[config.mk]
export PLATFORM = sky130hd
export DESIGN_NAME = tdm_tx_port
export DESIGN_NICKNAME = d
export VERILOG_FILES = /design/src/rtl/tdm_tx_pkg.sv /design/src/rtl/tdm_tx_clkgen.sv /design/src/rtl/tdm_tx_shifter.sv /design/src/rtl/tdm_tx_port.sv
export SDC_FILE = /design/constraint.sdc
export NUM_CORES = 1
export LEC_CHECK = 0
export BUFFER_PORTS_ARGS = -buffer_cell sky130_fd_sc_hd__buf_2
export CAP_MARGIN = 20
export CORE_ASPECT_RATIO = 1.5
export CORE_MARGIN = 8
export CORE_UTILIZATION = 40
export CTS_CLUSTER_DIAMETER = 60
export DETAILED_ROUTE_END_ITERATION = 10
export GPL_ROUTABILITY_DRIVEN = 0
export SLEW_MARGIN = 40
export SYNTH_ARGS = -nofsm -noshare
export SYNTH_HDL_FRONTEND = slang
export SYNTH_HIERARCHICAL = 1
export SYNTH_SLANG_ARGS = --single-unit
[constraint.sdc]
create_clock -name clk -period 9.1 [get_ports clk]
set_input_delay 1.82 -clock clk [delete_from_list [all_inputs] [get_ports clk]]
set_output_delay 1.82 -clock clk [all_outputs]
set_load 0.005 [all_outputs]
[src/rtl/tdm_tx_pkg.sv]
package tdm_tx_pkg;

    typedef enum logic [1:0] {
        ST_IDLE,
        ST_GAP,
        ST_SLOT
    } tx_state_e;

endpackage

[src/rtl/tdm_tx_clkgen.sv]
module tdm_tx_clkgen #(
    parameter int DIV_W = 8
) (
    input  logic             clk,
    input  logic             rst_n,
    input  logic             run,
    input  logic [DIV_W-1:0] div,
    output logic             tick,
    output logic             sclk
);

    logic [DIV_W-1:0] cnt;
    logic [DIV_W-2:0] half;

    assign half = div[DIV_W-1:1];
    assign tick = run && (cnt >= div - 1'b1);
    assign sclk = run && (cnt >= {1'b0, half});

    always_ff @(posedge clk) begin
        if (!rst_n) begin
            cnt <= '0;
        end else if (!run || tick) begin
            cnt <= '0;
        end else begin
            cnt <= cnt + 1'b1;
        end
    end

    // the serial clock is low right after every bit tick
    p_sclk_falls_r10: assert property (@(posedge clk) disable iff (!rst_n)
        tick |=> !sclk);

endmodule

[src/rtl/tdm_tx_shifter.sv]
module tdm_tx_shifter #(
    parameter int WORD_W = 32,
    parameter int WLEN_W = 6
) (
    input  logic              clk,
    input  logic              rst_n,
    input  logic              load,
    input  logic              shift,
    input  logic [WORD_W-1:0] word,
    input  logic [WLEN_W-1:0] wlen,
    output logic              msb
);

    logic [WORD_W-1:0] sreg;

    always_ff @(posedge clk) begin
        if (!rst_n) begin
            sreg <= '0;
        end else if (load) begin
            sreg <= word << (WLEN_W'(WORD_W) - wlen);
        end else if (shift) begin
            sreg <= sreg << 1;
        end
    end

    assign msb = sreg[WORD_W-1];

    // a load and a shift never land on the same edge
    p_load_shift_excl_r3: assert property (@(posedge clk) disable iff (!rst_n)
        !(load && shift));

endmodule

[src/rtl/tdm_tx_port.sv]
module tdm_tx_port
    import tdm_tx_pkg::*;
#(
    parameter int WORD_W    = 32,
    parameter int MAX_SLOTS = 8,
    parameter int DLY_W     = 3,
    parameter int DIV_W     = 8,
    localparam int SLOT_W   = $clog2(MAX_SLOTS),
    localparam int NCH_W    = $clog2(MAX_SLOTS + 1),
    localparam int WLEN_W   = $clog2(WORD_W + 1)
) (
    input  logic                 clk,
    input  logic                 rst_n,
    input  logic                 cfg_en,
    input  logic [NCH_W-1:0]     cfg_nch,
    input  logic [MAX_SLOTS-1:0] cfg_mask,
    input  logic [DLY_W-1:0]     cfg_delay,
    input  logic                 cfg_swap,
    input  logic [WLEN_W-1:0]    cfg_wlen,
    input  logic [DIV_W-1:0]     cfg_div,
    input  logic [WORD_W-1:0]    in_data,
    input  logic                 in_valid,
    output logic                 in_ready,
    output logic [SLOT_W-1:0]    in_chan,
    output logic                 sclk_o,
    output logic                 fs_o,
    output logic                 sd_o,
    output logic                 sd_oe_o,
    output logic                 underflow_o
);

    tx_state_e state, state_d;

    logic [NCH_W-1:0]     cur_nch;
    logic [MAX_SLOTS-1:0] cur_mask;
    logic [DLY_W-1:0]     cur_delay;
    logic                 cur_swap;
    logic [WLEN_W-1:0]    cur_wlen;
    logic [DIV_W-1:0]     cur_div;

    logic [DLY_W-1:0]     gap_cnt, gap_d;
    logic [SLOT_W-1:0]    slot_pos, pos_d, go_pos, partner;
    logic [WLEN_W-1:0]    bit_idx, bit_d;
    logic                 fs_q, oe_q, unf_q;

    logic                 tick, sclk_raw, run, msb;
    logic [DIV_W-1:0]     div_use;
    logic                 frame_go, slot_go, shift_en, use_new;
    logic                 last_bit, last_slot, go_active;
    logic [NCH_W-1:0]     sel_nch;
    logic [MAX_SLOTS-1:0] sel_mask;
    logic                 sel_swap;
    logic [WLEN_W-1:0]    sel_wlen;
    logic [WORD_W-1:0]    load_word;

    assign run     = cfg_en || (state != ST_IDLE);
    assign div_use = (state == ST_IDLE) ? cfg_div : cur_div;

    tdm_tx_clkgen #(.DIV_W(DIV_W)) clkgen_i (
        .clk   (clk),
        .rst_n (rst_n),
        .run   (run),
        .div   (div_use),
        .tick  (tick),
        .sclk  (sclk_raw)
    );

    // next-state logic
    always_comb begin
        state_d   = state;
        gap_d     = gap_cnt;
        pos_d     = slot_pos;
        bit_d     = bit_idx;
        frame_go  = 1'b0;
        slot_go   = 1'b0;
        shift_en  = 1'b0;
        go_pos    = '0;
        last_bit  = (bit_idx == cur_wlen - 1'b1);
        last_slot = (NCH_W'(slot_pos) == cur_nch - 1'b1);
        if (tick) begin
            unique case (state)
                ST_IDLE: begin
                    if (cfg_en) frame_go = 1'b1;
                end
                ST_GAP: begin
                    if (gap_cnt == cur_delay) begin
                        state_d = ST_SLOT;
                        slot_go = 1'b1;
                    end else begin
                        gap_d = gap_cnt + 1'b1;
                    end
                end
                ST_SLOT: begin
                    if (!last_bit) begin
                        bit_d    = bit_idx + 1'b1;
                        shift_en = 1'b1;
                    end else if (!last_slot) begin
                        slot_go = 1'b1;
                        go_pos  = slot_pos + 1'b1;
                    end else if (cfg_en) begin
                        frame_go = 1'b1;
                    end else begin
                        state_d = ST_IDLE;
                    end
                end
                default: state_d = ST_IDLE;
            endcase
        end
        if (frame_go) begin
            if (cfg_delay != '0) begin
                state_d = ST_GAP;
                gap_d   = DLY_W'(1);
            end else begin
                state_d = ST_SLOT;
                slot_go = 1'b1;
            end
        end
        if (slot_go) begin
            pos_d = go_pos;
            bit_d = '0;
        end
    end

    // slot setup uses the incoming configuration when a frame starts
    assign use_new   = frame_go;
    assign sel_nch   = use_new ? cfg_nch  : cur_nch;
    assign sel_mask  = use_new ? cfg_mask : cur_mask;
    assign sel_swap  = use_new ? cfg_swap : cur_swap;
    assign sel_wlen  = use_new ? cfg_wlen : cur_wlen;
    assign go_active = sel_mask[go_pos];
    assign partner   = go_pos ^ SLOT_W'(1);
    assign in_chan   = (sel_swap && (NCH_W'(partner) < sel_nch)) ? partner : go_pos;
    assign in_ready  = slot_go && go_active;
    assign load_word = (in_ready && in_valid) ? in_data : '0;

    tdm_tx_shifter #(.WORD_W(WORD_W), .WLEN_W(WLEN_W)) shifter_i (
        .clk   (clk),
        .rst_n (rst_n),
        .load  (slot_go),
        .shift (shift_en),
        .word  (load_word),
        .wlen  (sel_wlen),
        .msb   (msb)
    );

    // state register and frame configuration
    always_ff @(posedge clk) begin
        if (!rst_n) begin
            state     <= ST_IDLE;
            gap_cnt   <= '0;
            slot_pos  <= '0;
            bit_idx   <= '0;
            cur_nch   <= NCH_W'(1);
            cur_mask  <= '0;
            cur_delay <= '0;
            cur_swap  <= 1'b0;
            cur_wlen  <= WLEN_W'(2);
            cur_div   <= DIV_W'(2);
        end else begin
            state    <= state_d;
            gap_cnt  <= gap_d;
            slot_pos <= pos_d;
            bit_idx  <= bit_d;
            if (use_new) begin
                cur_nch   <= cfg_nch;
                cur_mask  <= cfg_mask;
                cur_delay <= cfg_delay;
                cur_swap  <= cfg_swap;
                cur_wlen  <= cfg_wlen;
                cur_div   <= cfg_div;
            end
        end
    end

    // output registers
    always_ff @(posedge clk) begin
        if (!rst_n) begin
            fs_q  <= 1'b0;
            oe_q  <= 1'b0;
            unf_q <= 1'b0;
        end else begin
            if (tick) begin
                fs_q <= frame_go;
                if (slot_go) begin
                    oe_q <= go_active;
                end else if (!shift_en) begin
                    oe_q <= 1'b0;
                end
            end
            if (in_ready && !in_valid) begin
                unf_q <= 1'b1;
            end
        end
    end

    assign sclk_o      = sclk_raw && (state != ST_IDLE);
    assign fs_o        = fs_q;
    assign sd_oe_o     = oe_q;
    assign sd_o        = oe_q && msb;
    assign underflow_o = unf_q;

    // the frame sync is dropped after one bit period
    p_fs_single_r2: assert property (@(posedge clk) disable iff (!rst_n)
        (fs_q && tick) |=> !fs_q);

    // the data line is disabled during the delay bits
    p_gap_silent_r4: assert property (@(posedge clk) disable iff (!rst_n)
        (state == ST_GAP) |-> !sd_oe_o && !sd_o);

    // the underflow flag never clears by itself
    p_underflow_sticky_r8: assert property (@(posedge clk) disable iff (!rst_n)
        underflow_o |=> underflow_o);

    // the held configuration moves only when a frame opens
    p_cfg_boundary_r9: assert property (@(posedge clk) disable iff (!rst_n)
        ((cur_nch != $past(cur_nch)) || (cur_mask != $past(cur_mask))
         || (cur_wlen != $past(cur_wlen))) |-> fs_q);

    // outputs move only on the edge after a bit tick
    p_out_on_fall_r10: assert property (@(posedge clk) disable iff (!rst_n)
        !tick |=> $stable(sd_o) && $stable(fs_o) && $stable(sd_oe_o));

    // nothing toggles while idle
    p_idle_quiet_r1: assert property (@(posedge clk) disable iff (!rst_n)
        (state == ST_IDLE) |-> !sclk_o && !sd_oe_o);

endmodule

======== Yosys cells after proc, flatten, opt, wreduce, memory -nomap -nowiden ========
Cells that the tools add are included.
cells by class
  add/sub/neg operators ................... 8
  $mul .................................... 0
  divide/modulo/power cells ............... 0
  $lt $le $gt $ge ......................... 4
  equality and inequality tests ........... 11
  shift operators ......................... 1
  multiplexer cells ....................... 45
  bitwise gates (word level) .............. 3
  reductions and logical operators ........ 22
operator list
  cell                                                number
  two-way mux 32 bit                                  3
  << shifter 32 x 6 -> 32 bit                         1
  two-way mux 3 bit                                   9
  two-way mux 1 bit                                   18
  two-way mux 8 bit                                   2
  two-way mux 2 bit                                   7
  != test 3 bit, second input constant                4
  adder 8 x 1 -> 8 bit, second input constant         1
  greater-or-equal comparator 8 x 7 -> 1 bit          1
  greater-or-equal comparator 8 bit                   1
  logical AND 1 bit                                   8
  subtractor 8 x 1 -> 8 bit, second input constant    1
  adder 3 x 1 -> 3 bit, second input constant         2
  adder 6 x 1 -> 6 bit, second input constant         1
  == test 6 bit                                       1
  two-way mux 6 bit                                   1
  case mux 2 bit (3 select lines)                     1
  AND reduction 6 bit                                 1
  nonzero test 2 bit                                  3
  subtractor 6 x 1 -> 6 bit, second input constant    1
  subtractor 6 bit, first input constant              1
  == test 3 x 4 -> 1 bit                              1
  < comparator 3 x 4 -> 1 bit                         1
  < comparator 3 x 4 -> 1 bit, second input constant  1
  other kinds (16)                                    23
storage, ports and cells
  flip-flop bits (word level) ............. 87
  latch bits .............................. 0
  bits in writable memories ............... 0
  ROM bits ................................ 0
  input port bits ......................... 66
  logic and storage cells ................. 109
  memories kept ........................... 0

======== Depth between registers and ports, before layout ========
  word-level depth ........................ 14
  gate-level depth with buffers ........... 34
  gate-level depth less buffers ........... 25

======== Hierarchy ========
The synthesis kept the hierarchy.
by module, submodules not included
  module          instances  cells each  area an instance (sq um)  seq. area each (sq um)
  tdm_tx_shifter  1          424         3487.1                    640.6
  tdm_tx_port     1          410         3276.9                    940.9
  tdm_tx_clkgen   1          92          790.8                     160.2

======== Worst setup path before layout ========
No wires, ideal clock.
  kind .................................... input port to output port
  start ................................... in cfg_div[2]
  end ..................................... out in_chan[0]
  data arrival time ....................... 6.134 ns
  data required time ...................... 7.280 ns
  path slack .............................. 1.146 ns
  cell stages on the path ................. 20
  path buffers ............................ 1
  cell sequence ........................... mux2_2 > nor4_1 > nand4_1 > xnor2_1 > ha_1 > nand4_1 > o31ai_4 > and2_2 > nand2_1 > or4_4 > nand2_4 > buf_2 > nor2_1 > a21oi_1 > ha_1 > or2_2 > a21oi_1 > a211oi_1 > o22ai_1 > xnor2_1
on the way
  cells in the longest elaborated chain, start to end .. 9
  elaborated cells on any way between the ends .. 12
  classes of those cells .................. 1 x add/sub; 2 x order compare; 6 x mux; 1 x bitwise; 2 x reduce/logical
ends and longest elaborated chain
  item                                                           line                 RTL
  from (decl)                                                    tdm_tx_port.sv:20    input logic [DIV_W-1:0] cfg_div,
  two-way mux 8 bit (*)                                          tdm_tx_port.sv:57    assign div_use = (state == ST_IDLE) ? cfg_div : cur_div;
  subtractor 8 x 1 -> 8 bit (*)                                  tdm_tx_clkgen.sv:16  assign tick = run && (cnt >= div - 1'b1);
  greater-or-equal comparator 8 bit (*)                          tdm_tx_clkgen.sv:16
  logical AND 1 bit (*)                                          tdm_tx_clkgen.sv:16
  named net tick                                                 tdm_tx_port.sv:46    logic tick, sclk_raw, run, msb;
  two-way mux 1 bit / two-way mux 3 bit (equally long branches)  tdm_tx_port.sv:80    if (tick) begin
  two-way mux 4 bit / NOT 1 bit (equally long branches)          n/a
  < comparator 3 x 4 -> 1 bit                                    tdm_tx_port.sv:132   assign in_chan = (sel_swap && (NCH_W'(partner) < sel_nch)) ? partner : go_pos;
  logical AND 1 bit                                              tdm_tx_port.sv:132
  two-way mux 1 bit (*)                                          tdm_tx_port.sv:132
  to (decl)                                                      tdm_tx_port.sv:24    output logic [SLOT_W-1:0] in_chan,
The timed path passes the listed nets; every way through them passes the cells marked *.

======== Worst setup path after layout ========
  start ................................... in cfg_div[2]
  end ..................................... out in_chan[0]
on the way
  cells in the longest elaborated chain, start to end .. 9
  elaborated cells on any way between the ends .. 12
  classes of those cells .................. 1 x add/sub; 2 x order compare; 6 x mux; 1 x bitwise; 2 x reduce/logical
ends and longest elaborated chain
  item                                                           line                 RTL
  two-way mux 8 bit (*)                                          tdm_tx_port.sv:57
  named net div_use[2]                                           tdm_tx_port.sv:47    logic [DIV_W-1:0] div_use;
  subtractor 8 x 1 -> 8 bit (*)                                  tdm_tx_clkgen.sv:16
  greater-or-equal comparator 8 bit (*)                          tdm_tx_clkgen.sv:16
  logical AND 1 bit (*)                                          tdm_tx_clkgen.sv:16
  named net tick                                                 tdm_tx_port.sv:46
  two-way mux 1 bit / two-way mux 3 bit (equally long branches)  tdm_tx_port.sv:80
  two-way mux 4 bit / NOT 1 bit (equally long branches)          n/a
  < comparator 3 x 4 -> 1 bit                                    tdm_tx_port.sv:132
  logical AND 1 bit                                              tdm_tx_port.sv:132
  two-way mux 1 bit (*)                                          tdm_tx_port.sv:132
Marks and branches as above.

==> flow_summary.yaml <==
timing:
  fin_crit_sh_pct: 93.5
  hold_viol_final: 0
  final.setup.tns_ns: 0
  setup_viol: 0
  min_period_ns: 8.51
  slew_viol_final: 0
  fin_skew_ns: 0.00923
  rsz0062_at_grt: "false"
  tightest_slew_ns: 0.816
  slew_headroom_pct: 44.9
  fmaxAchievable_ghz: 0.118
clocking:
  hold_buffers: 0
  cts_resized: 0
  numCtsBuffers: 9
  cts_sinks: 87
  clk_pin_slew_worst_paths_ns: 0.06
  cts_setup_buffers: 0
  cts_buffer_depth: 2
  htreeDepth: 3
  cts_root_buf: "clkbuf_16"
  cts_tree: "done"
  insertion_delay_ns: 0.34
detailed_routing:
  wl_per_cell_um: 17.5
  dr.pass1.iters: 5
  routed_wl_um: 21500
  route.detailed.drc: 0
  ant_nets: 0
  drt-vias-per-instance: 5.68
  vias: 6994
  first_iter_violations: 519
layout:
  seq_area_um2: 1740
  fillers: 1931
  final_nets: 1069
  multi_input_area_um2: 5280
  n_antenna_cell: 0
  final_cell_mix: "nand2_1, dfxtp_1, buf_2"
  area_growth_pct: 11.9
  final_common_cell: "nand2_1"
  drive_gt1_share_pct: 22.3
  fin_area_um2: 8450
global_routing:
  antenna_found_initial: 0
  globalRouteMet3Util_pct: 2.49
  use_met1_pct: 20.1
  grtUsageMet2_pct: 33.6
  grt_pass1_vias: 6912
  grt_max_degree: 51
  grt_use_total_pct: 18.4
  grt_busiest_layer: "met2"
  grt_pass1_wl_um: 35000
  grt_remaining_overflow: 0
min_path:
  worst_hold_path_type: "flip-flop to flip-flop"
  hold_depth: 2
  holdPathEnd: "cur_div[6]"
  worstHoldStart: "cur_div[6]"
outcome:
  outcome: "finished clean"
worst_setup_path:
  worst-path-buf-inv: 2
  max_stage_delay_ns: 0.65
  cp.required_ns: 7.28
  crit_fanout: 14
  reg2reg_depth: 22
  endpoint_kind: "output pin"
  crit_slowest_cell: "or4_4"
  critPathTopFamily: "simple AND/OR/NAND/NOR gates"
  critical_path_arrival_ns: 6.69
  reg2reg_from: "state[0]"
  r2r_end: "shifter_i/sreg[13]"
  crit_type: "primary input to output pin"
  crit_chain: "buf_2 > mux2_2 > nor4_1 > nand4_1 > xnor2_1 > ha_1 > nand4_1 > o31ai_4 > and2_2 > nand2_1 > or4_4 > nand2_4 > nor2_1 > a21oi_1 > ha_1 > or2_2 > a21oi_1 > a211oi_1 > o22ai_1 > xnor2_1 > buf_2"
  start_kind: "primary input"
  ff2ff_setup_slack_ns: 1.60
floorplanning:
  die_w_um: 128
  coreArea_um2: 18500
  dieArea_um2: 23600
  io_pins: 75
  die_height_um: 184
  start_util_pct: 40.7
  rows: 61
place:
  postPlaceCellArea_um2: 8140
  io_buffers: 74
  dp_hpwl_um: 16700
logic_synthesis:
  synth_top_area_share_pct: 23.1
  synth_ff_type: "dfxtp_1"
  netlist_area_um2: 7550
  yosysUniqueCellTypes: 90
  ys_async_sr_fraction_pct: 0
  syn_inst: 926
  syn_avg_cell_area_um2: 8.16
  synth_edf_count: 0
  synth_area_leaders: "dfxtp_1, mux4_2, nand2_1, ha_1, o21ai_0"
  synth_seq_cells: 87
  yosys.area.top_type: "dfxtp_1"
  synth_nets: 1020
  ys_seq_area_share_pct: 23.1
  ys_warn_count: 6
run:
  maxCapViolCount: 0
power_and_ir_drop:
  p_leak_nw: 3.40
  ir_worst_vdd_uv: 84.9
  p_per_area_nw_per_um2: 98.9
  fin_total_pwr_uw: 836
[worst min-delay path: stages, from the launching register on]
cell     delay, ns
dfxtp_1       0.31
nand2_1       0.05
a21oi_1       0.05
[per-layer routing]
layer / wire length [µm] / up-vias
li1: - / 3477
met1: 8870 / 3301
met2: 11200 / 163
met3: 580 / 53
met4: 873 / 0
met5: 0 / -
[stage by stage]
| stage | worst slack [ns] | instances | utilization, % | hold slack (ns) |
|---|---|---|---|---|
| after global routing | 0.212 | 1231 | 45.6 | 0.464 |
| after floorplan | 1.15 | 926 | - | 0.427 |
| final | 0.592 | 1231 | 45.6 | 0.453 |
| after CTS | 0.629 | 1231 | 45.6 | 0.456 |
| after detailed placement | 0.642 | 1216 | 43.9 | 0.448 |
| after global placement | 0.719 | 1216 | 43.8 | 0.437 |
[final cells by class]
type,instances,area share [%]
clock buffers,11,2.87
clock inverters,4,0.829
inverters,65,2.89
multi-input cells,715,62.5
flip-flops and latches,87,20.6
well taps,252,3.73
repair buffers,97,6.57
[state kept, by name (all words and copies together) (netlist names), 2 cells and up]
signal and flops:
shifter_i/sreg 32, bit_idx 6, cur_div 8, state 2, slot_pos 3, cur_wlen 6
cur_mask 8, gap_cnt 3, cur_delay 3, clkgen_i/cnt 8, cur_nch 4
[where the power goes]
part | switching [mW] | total, mW | leakage (nW) | internal [mW]
combinational | 0.0339 | 0.0575 | 2.54 | 0.0236
sequential | 0.000809 | 0.382 | 0.701 | 0.382
clock | 0.150 | 0.396 | 0.155 | 0.246
[synth_stat cells (all sizes together) (14+ instances only)]
cell type  instances
inv               63
mux4              22
dfxtp             87
nor2              52
clkbuf            26
a21oi             61
nor3              19
xor2              14
buf               33
a211oi            42
mux2i             35
ha                28
mux2              25
xnor2             22
nand2            129
o21ai             70
nand3             31
[kinds of logic (layout without fill, tap and decap cells)]
group	count (synthesis)	in the layout	share of synthesized area [%]
and+or+nand+nor	304	304	19.4
AOI/OAI and AO/OA	265	265	26.0
buffers and inverters	124	177	7.40
DFF	87	87	23.1
muxes	82	82	15.1
xor gates and xnor gates	36	36	4.37
adders and majority gates	28	28	4.64
[how the worst max path moves through the flow]
stage,startpoint,to,slack (ns),cells after the start
after global placement,cfg_div[2],in_chan[0],0.72,21
final,cfg_div[2],in_chan[0],0.59,21
after detailed placement,cfg_div[2],in_chan[0],0.64,21
after floorplan,cfg_div[2],in_chan[0],1.15,20
after CTS,cfg_div[2],in_chan[0],0.63,21
after global routing,cfg_div[2],in_chan[0],0.21,21
Power figures use the tool's default switching activity.
